**src/rtl/sirq_pkg.sv**
```systemverilog
package sirq_pkg;

  typedef enum logic [3:0] {
    ST_IDLE,
    ST_START_LO,
    ST_START_HI,
    ST_START_TA,
    ST_SAMP,
    ST_RECOV,
    ST_TURN,
    ST_STOP_LO,
    ST_STOP_HI,
    ST_STOP_TA
  } sirq_state_e;

  // Total frames per cycle for the one supported size code, minus the
  // frames that are not data slots.
  localparam int FRAME_TOTAL    = 21;
  localparam int FRAME_OVERHEAD = 4;
  localparam int DATA_FRAMES    = FRAME_TOTAL - FRAME_OVERHEAD;

endpackage

```
**src/rtl/sirq_cfg.sv**
```systemverilog
module sirq_cfg #(
  parameter int CNT_W    = 4,
  parameter int PW_SHORT = 4,
  parameter int PW_MID   = 6,
  parameter int PW_LONG  = 8
) (
  input  logic [1:0]       spw,
  input  logic [3:0]       fsize,
  output logic [CNT_W-1:0] host_cnt,
  output logic [CNT_W-1:0] quiet_cnt
);

  logic [CNT_W-1:0] width;
  logic             unused_fsize;

  // Only one frame size is implemented; the code is accepted and ignored.
  assign unused_fsize = ^fsize;

  always_comb begin
    case (spw)
      2'b01:   width = CNT_W'(PW_MID);
      2'b10:   width = CNT_W'(PW_LONG);
      default: width = CNT_W'(PW_SHORT); // 00 and reserved 11
    endcase
  end

  // Counters count down to zero, so the preload is one below the clock count.
  assign host_cnt  = width - CNT_W'(1);
  // Peripheral already supplied the first low clock.
  assign quiet_cnt = width - CNT_W'(2);

endmodule

```
**src/rtl/sirq_fsm.sv**
```systemverilog
module sirq_fsm
  import sirq_pkg::*;
#(
  parameter int NFRM   = 17,
  parameter int CNT_W  = 4,
  parameter int SLOT_W = (NFRM > 1) ? $clog2(NFRM) : 1
) (
  input  logic              clk,
  input  logic              rst_n,
  input  logic              en,
  input  logic              cont,
  input  logic              line_in,
  input  logic [CNT_W-1:0]  host_cnt,
  input  logic [CNT_W-1:0]  quiet_cnt,
  output logic [SLOT_W-1:0] slot,
  output logic              drive_oe,
  output logic              drive_val,
  output logic              sample_en,
  output logic              commit
);

  localparam logic [SLOT_W-1:0] LAST_SLOT = SLOT_W'(NFRM - 1);
  localparam logic [CNT_W-1:0]  STOP_CONT = CNT_W'(2);
  localparam logic [CNT_W-1:0]  STOP_QUIET = CNT_W'(1);

  sirq_state_e       state_q, state_d;
  logic [CNT_W-1:0]  cnt_q, cnt_d;
  logic [SLOT_W-1:0] slot_q, slot_d;
  logic              stopc_q, stopc_d;

  // Next-state logic
  always_comb begin
    state_d = state_q;
    cnt_d   = cnt_q;
    slot_d  = slot_q;
    stopc_d = stopc_q;
    if (!en) begin
      state_d = ST_IDLE;
    end else begin
      case (state_q)
        ST_IDLE: begin
          if (cont) begin
            state_d = ST_START_LO;
            cnt_d   = host_cnt;
          end else if (!line_in) begin
            state_d = ST_START_LO;
            cnt_d   = quiet_cnt;
          end
        end
        ST_START_LO: begin
          if (cnt_q == '0) state_d = ST_START_HI;
          else             cnt_d   = cnt_q - CNT_W'(1);
        end
        ST_START_HI: state_d = ST_START_TA;
        ST_START_TA: begin
          state_d = ST_SAMP;
          slot_d  = '0;
        end
        ST_SAMP:  state_d = ST_RECOV;
        ST_RECOV: state_d = ST_TURN;
        ST_TURN: begin
          if (slot_q == LAST_SLOT) begin
            state_d = ST_STOP_LO;
            cnt_d   = cont ? STOP_CONT : STOP_QUIET;
            stopc_d = cont;
          end else begin
            state_d = ST_SAMP;
            slot_d  = slot_q + SLOT_W'(1);
          end
        end
        ST_STOP_LO: begin
          if (cnt_q == '0) state_d = ST_STOP_HI;
          else             cnt_d   = cnt_q - CNT_W'(1);
        end
        ST_STOP_HI: state_d = ST_STOP_TA;
        ST_STOP_TA: begin
          if (stopc_q) begin
            state_d = ST_START_LO;
            cnt_d   = host_cnt;
          end else begin
            state_d = ST_IDLE;
          end
        end
        default: state_d = ST_IDLE;
      endcase
    end
  end

  // State registers
  always_ff @(posedge clk or negedge rst_n) begin
    if (!rst_n) begin
      state_q <= ST_IDLE;
      cnt_q   <= '0;
      slot_q  <= '0;
      stopc_q <= 1'b0;
    end else begin
      state_q <= state_d;
      cnt_q   <= cnt_d;
      slot_q  <= slot_d;
      stopc_q <= stopc_d;
    end
  end

  assign slot      = slot_q;
  assign drive_oe  = en && (state_q == ST_START_LO || state_q == ST_START_HI ||
                            state_q == ST_STOP_LO  || state_q == ST_STOP_HI);
  assign drive_val = (state_q == ST_START_HI) || (state_q == ST_STOP_HI);
  assign sample_en = en && (state_q == ST_SAMP);
  assign commit    = en && (state_q == ST_STOP_TA);

  // a disabled controller returns to idle
  a_r1_off_idle: assert property (@(posedge clk) disable iff (!rst_n)
    !en |=> state_q == ST_IDLE);

  // a driven-high clock is always followed by release
  a_r5_high_release: assert property (@(posedge clk) disable iff (!rst_n)
    (en && (state_q == ST_START_HI || state_q == ST_STOP_HI)) |=> !drive_oe);

  // low start phase only continues, turns high, or aborts
  a_r5_low_then_high: assert property (@(posedge clk) disable iff (!rst_n)
    (state_q == ST_START_LO) |=>
      (state_q == ST_START_LO || state_q == ST_START_HI || state_q == ST_IDLE));

  // data frame index never leaves the slot range
  a_r6_slot_range: assert property (@(posedge clk) disable iff (!rst_n)
    (state_q == ST_SAMP) |-> slot_q <= LAST_SLOT);

  // the last data frame leads into the stop pulse
  a_r7_stop_follows: assert property (@(posedge clk) disable iff (!rst_n)
    (en && state_q == ST_TURN && slot_q == LAST_SLOT) |=> state_q == ST_STOP_LO);

  // a continuous-mode stop restarts at once
  a_r8_cont_restart: assert property (@(posedge clk) disable iff (!rst_n)
    (en && state_q == ST_STOP_TA && stopc_q) |=> state_q == ST_START_LO);

endmodule

```
**src/rtl/sirq_capture.sv**
```systemverilog
module sirq_capture #(
  parameter int NFRM   = 17,
  parameter int SLOT_W = (NFRM > 1) ? $clog2(NFRM) : 1
) (
  input  logic              clk,
  input  logic              rst_n,
  input  logic              sample_en,
  input  logic [SLOT_W-1:0] slot,
  input  logic              line_in,
  input  logic              commit,
  output logic [NFRM-1:0]   held
);

  logic [NFRM-1:0] samp_q, samp_d;
  logic [NFRM-1:0] held_q, held_d;

  for (genvar i = 0; i < NFRM; i++) begin : g_slot
    // Low level on the line means the request is active.
    assign samp_d[i] = (sample_en && slot == SLOT_W'(i)) ? ~line_in : samp_q[i];
  end

  assign held_d = commit ? samp_q : held_q;

  always_ff @(posedge clk or negedge rst_n) begin
    if (!rst_n) begin
      samp_q <= '0;
      held_q <= '0;
    end else begin
      samp_q <= samp_d;
      held_q <= held_d;
    end
  end

  assign held = held_q;

  // committed levels change only at cycle completion
  a_r10_hold_until_commit: assert property (@(posedge clk) disable iff (!rst_n)
    !commit |=> $stable(held_q));

endmodule

```
**src/rtl/sirq_host.sv**
```systemverilog
module sirq_host
  import sirq_pkg::*;
#(
  parameter int NFRM  = DATA_FRAMES,
  parameter int CNT_W = 4
) (
  input  logic            clk,
  input  logic            rst_n,
  input  logic            cfg_en,
  input  logic            cfg_cont,
  input  logic [3:0]      cfg_fsize,
  input  logic [1:0]      cfg_spw,
  input  logic            line_in,
  output logic            line_oe,
  output logic            line_out,
  output logic [NFRM-1:0] irq_lvl
);

  localparam int SLOT_W = (NFRM > 1) ? $clog2(NFRM) : 1;

  logic [CNT_W-1:0]  host_cnt;
  logic [CNT_W-1:0]  quiet_cnt;
  logic [SLOT_W-1:0] slot;
  logic              sample_en;
  logic              commit;
  logic [NFRM-1:0]   held;

  sirq_cfg #(.CNT_W(CNT_W)) cfg_i (
    .spw       (cfg_spw),
    .fsize     (cfg_fsize),
    .host_cnt  (host_cnt),
    .quiet_cnt (quiet_cnt)
  );

  sirq_fsm #(.NFRM(NFRM), .CNT_W(CNT_W), .SLOT_W(SLOT_W)) fsm_i (
    .clk       (clk),
    .rst_n     (rst_n),
    .en        (cfg_en),
    .cont      (cfg_cont),
    .line_in   (line_in),
    .host_cnt  (host_cnt),
    .quiet_cnt (quiet_cnt),
    .slot      (slot),
    .drive_oe  (line_oe),
    .drive_val (line_out),
    .sample_en (sample_en),
    .commit    (commit)
  );

  sirq_capture #(.NFRM(NFRM), .SLOT_W(SLOT_W)) cap_i (
    .clk       (clk),
    .rst_n     (rst_n),
    .sample_en (sample_en),
    .slot      (slot),
    .line_in   (line_in),
    .commit    (commit),
    .held      (held)
  );

  assign irq_lvl = cfg_en ? held : '0;

endmodule

```
**config.mk**
```make
export PLATFORM = sky130hd
export DESIGN_NAME = sirq_host
export DESIGN_NICKNAME = d
export VERILOG_FILES = /design/src/rtl/sirq_pkg.sv /design/src/rtl/sirq_cfg.sv /design/src/rtl/sirq_fsm.sv /design/src/rtl/sirq_capture.sv /design/src/rtl/sirq_host.sv
export SDC_FILE = /design/constraint.sdc
export NUM_CORES = 1
export LEC_CHECK = 0
export ABC_AREA = 1
export ABC_CLOCK_PERIOD_IN_PS = 4900
export BUFFER_PORTS_ARGS = -buffer_cell sky130_fd_sc_hd__clkbuf_2
export CAP_MARGIN = 20
export CORE_AREA = 2 2 76 78
export CTS_BUF_LIST = sky130_fd_sc_hd__clkbuf_16
export CTS_CLUSTER_DIAMETER = 60
export DETAILED_ROUTE_END_ITERATION = 8
export DIE_AREA = 0 0 78 80
export HOLD_SLACK_MARGIN = 0.03
export PLACE_DENSITY_LB_ADDON = 0.12
export SYNTH_ARGS = -nofsm -noshare
export SYNTH_HDL_FRONTEND = slang
export SYNTH_HIERARCHICAL = 1
export SYNTH_SLANG_ARGS = --single-unit
```
**constraint.sdc**
```tcl
create_clock -name clk -period 4.9 [get_ports clk]
set_input_delay 0.735 -clock clk [delete_from_list [all_inputs] [get_ports clk]]
set_output_delay 0.735 -clock clk [all_outputs]
set_load 0.02 [all_outputs]
```
==> results.yml <==
place:
  placed_area_sq_mm: 0.003038
  place_congestion: 0.8849
  hpwlAfterDp_microns: 4133
  place_ws_ns: 1.935
  portBuffers: 25
  cells_after_dpl: 468
critical_path:
  crit_arrival_ns: 1.78
  critical_path.max_fanout: 20
  worstPathRequired_ns: 4.16
  crit_path_capture_type: "primary output"
  timing.reg2reg.setup_slack_ns: 2.98
  reg2reg_from: "fsm_i/state_q[0]$_DFFE_PN0P_"
  reg2regPathDepth: 7
  timing.critical_path.from_type: "primary input"
  worst_r2r_endpoint: "cap_i/samp_q[10]$_DFFE_PN0P_"
  critPathKind: "primary input to primary output"
sta:
  slew_headroom_pct: 59.69
  max_freq_mhz: 397.1
  layout_worst_path_cycle_share_pct: 51.39
  hold_ws_ns: 0.4733
  timing.final.setup_violations: 0
  drv_slew: 0
  skew_ns: 0.003434
  rsz0062_at_grt: "no"
  fin_tns_setup_ns: 0
  tightest_slew_ns: 0.6046
  report.final.hold_viol_count: 0
  setup_slack_ns: 2.382
  layout_min_cycle_time_ns: 2.518
drt:
  wl_per_instance_microns: 11.79
  wirelength_microns: 5624
  via_per_inst: 4.945
  route.detailed.drc: 0
  drt_iter0_drc: 162
  detailroute.via_count: 2359
  ant_nets: 0
  drt_pass1_iterations: 4
cells_and_area:
  nets: 421
  flow.area_growth_from_synthesis_pct: 9.657
  antenna_cells: 0
  finalInstanceArea_sq_mm: 0.003197
  drive_above_1_share_pct: 19.51
  num-fill-cells: 514
  multi_input_comb_area_sq_mm: 0.001423
  ff_latch_area_sq_mm: 0.001201
  final-instance-count-excl-fill: 477
  post_route_utilization_pct: 59.14
power:
  vdd_drop_max_v: 0.0001768
  powerDensity_mw_per_mm2: 378.8
  p_clk_share_pct: 27.5
  static-leakage-power_nw: 1.825
  internal-power_uw: 753.4
  power.switching_fraction_pct: 37.77
  power_frac_seq_pct: 41.6
  switchingPower_uw: 457.4
  total_power_mw: 1.211
  combPwrFrac_pct: 30.9
synthesis:
  synth.avg_cell_area_sq_um: 7.652
  synth_warnings: 6
  synth.cell_area_sq_mm: 0.002915
  synth_cell_types: 27
  syn_inst: 381
  yosys_register_bits: 48
  synthesis.nets: 398
  yosysSeqAreaShare_pct: 41.20
grt:
  gr-total-overflow: 0
  number_of_global_route_vias_before_repair: 2378
  grt_start_max_net_pins: 49
  antenna_found_initial: 0
  grt_first_pass_wirelength_microns: 10430
  total_track_usage_pct: 21.11
worst_hold_path:
  hold-path-cell-count: 2
  hold_path.class: "flip-flop to flip-flop"
  hold_path.startpoint: "cap_i/samp_q[14]$_DFFE_PN0P_"
  worst_hold_path.endpoint: "cap_i/samp_q[14]$_DFFE_PN0P_"
clocking:
  worst_setup_hold_path_clk_slew_ns: 0.07
  clk_path_buf_depth: 2
  clkSinkCount: 48
  clock_insertion_delay_worst_skew_ns: 0.28
  tritoncts: "yes"
  hold_buffers: 0
  tritoncts.num_buffers: 5
  setup_buffers_after_cts: 0
  clock_tree.root_cell: "sky130_fd_sc_hd__clkbuf_16"
  post_cts_resized: 0
  htreeDepth: 2
floorplan:
  dieWidth_microns: 78
  floorplan.core_area_sq_mm: 0.005405
  io_pins: 30
  rows: 27
  die_area_sq_mm: 0.006240
  start_util_pct: 53.94
  die_height_microns: 80
run:
  reported_max_cap_violation_count: 0
outcome:
  status: "finished, final reports clean"
## worst max-delay path by stage
| stage | end | slack [ns] | from |
|---|---|---|---|
| final | line_oe | 2.38 | cfg_en |
| after CTS | cap_i/held[0]$_DFFE_PN0P_ | 2.26 | cfg_en |
| after detailed placement | cap_i/held[0]$_DFFE_PN0P_ | 1.94 | cfg_en |
| after global routing | line_oe | 2.22 | cfg_en |
| after global placement | cap_i/held[15]$_DFFE_PN0P_ | 2.00 | cfg_en |
| after floorplan | line_oe | 2.93 | cfg_en |
## registers in the layout, indices dropped and copies added, names as in the netlist
| signal | cells |
|---|---|
| cap_i/samp_q | 17 |
| fsm_i/state_q | 4 |
| fsm_i/cnt_q | 4 |
| cap_i/held | 17 |
| fsm_i/stopc_q | 1 |
| fsm_i/slot | 5 |
## cell usage in the layout, fill, tap and decap left out, drive strengths merged, types with 3 or more instances in the layout
cell type  Yosys  layout
nand3         52      52
nor2          42      42
nand2        129     129
a21oi          7       7
ha             6       6
dfrtp         48      48
nand4          3       3
mux2          17      17
clkbuf         0      30
inv           50      50
xor2           3       3
o21ai          7       7
## power by group through the flow
stage,Sequential (mW),Clock [mW],Combinational [mW]
2_1_floorplan,0.495,0,0.304
3_3_place_gp,0.509,0,0.371
3_5_place_dp,0.511,0,0.375
4_1_cts,0.504,0.342,0.378
5_1_grt,0.513,0.360,0.438
6_report,0.503,0.333,0.375
## worst max-delay path, stage by stage
cell                       delay, ns
sky130_fd_sc_hd__clkbuf_2       0.36
sky130_fd_sc_hd__inv_1          0.30
sky130_fd_sc_hd__a21oi_1        0.19
sky130_fd_sc_hd__clkbuf_2       0.19
## cells in the mapped netlist
library cell                 n  area, sq um
sky130_fd_sc_hd__nor3_1      2        10.01
sky130_fd_sc_hd__o21ai_1     1        5.000
sky130_fd_sc_hd__clkinv_1    1        3.750
sky130_fd_sc_hd__mux2_4     10        150.1
sky130_fd_sc_hd__nand4_1     3        18.77
sky130_fd_sc_hd__nor2_2      3        18.77
sky130_fd_sc_hd__mux2_2      7        78.83
sky130_fd_sc_hd__nand2_2     6        37.54
sky130_fd_sc_hd__nand3_1    52        260.3
sky130_fd_sc_hd__nor2_4      5        56.30
sky130_fd_sc_hd__or2_2       1        6.260
sky130_fd_sc_hd__conb_1      2        7.510
sky130_fd_sc_hd__nor2_1     34        127.6
sky130_fd_sc_hd__a21oi_4     1        16.27
sky130_fd_sc_hd__buf_6       4        45.04
sky130_fd_sc_hd__buf_8       1        15.01
sky130_fd_sc_hd__a21oi_1     6        30.03
sky130_fd_sc_hd__xor2_1      3        26.28
sky130_fd_sc_hd__nand2_1   123        461.7
sky130_fd_sc_hd__inv_1      40        150.1
sky130_fd_sc_hd__buf_2       1        5.000
sky130_fd_sc_hd__dfrtp_1    48         1201
sky130_fd_sc_hd__inv_2      10        37.54
sky130_fd_sc_hd__o21ai_0     5        25.02
sky130_fd_sc_hd__buf_4       5        37.54
sky130_fd_sc_hd__ha_1        6        75.07
sky130_fd_sc_hd__o21ai_2     1        8.760
## area by class of cell
type | instances | share of cell area, %
multi-input combinational | 271 | 44.50
clock inverter | 3 | 0.5871
tap | 72 | 2.818
timing repair buffer | 27 | 4.618
inverter | 51 | 5.988
clock buffer | 5 | 3.914
sequential | 48 | 37.57
## layer usage
metal,GRT usage [%],share of wire [%],routed length (microns)
met1,24.58,45,2523
met5,0,0,0
met3,3.167,2.6,144
met4,8.596,2.1,120
met2,38.79,50,2836
## cells by family (layout without fill, tap and decap cells)
| logic type | Yosys count | in the layout | share of synthesized area (%) |
|---|---|---|---|
| flops | 48 | 48 | 41.20 |
| mux | 17 | 17 | 7.854 |
| xor+xnor | 3 | 3 | 0.9015 |
| simple gates | 229 | 229 | 34.21 |
| buf+inv | 62 | 86 | 10.09 |
| fa+ha+maj | 6 | 6 | 2.575 |
| compound gates | 14 | 14 | 2.918 |
| other cells | 2 | 2 | 0.2576 |
Note: power is estimated with default switching activity, not from simulation.
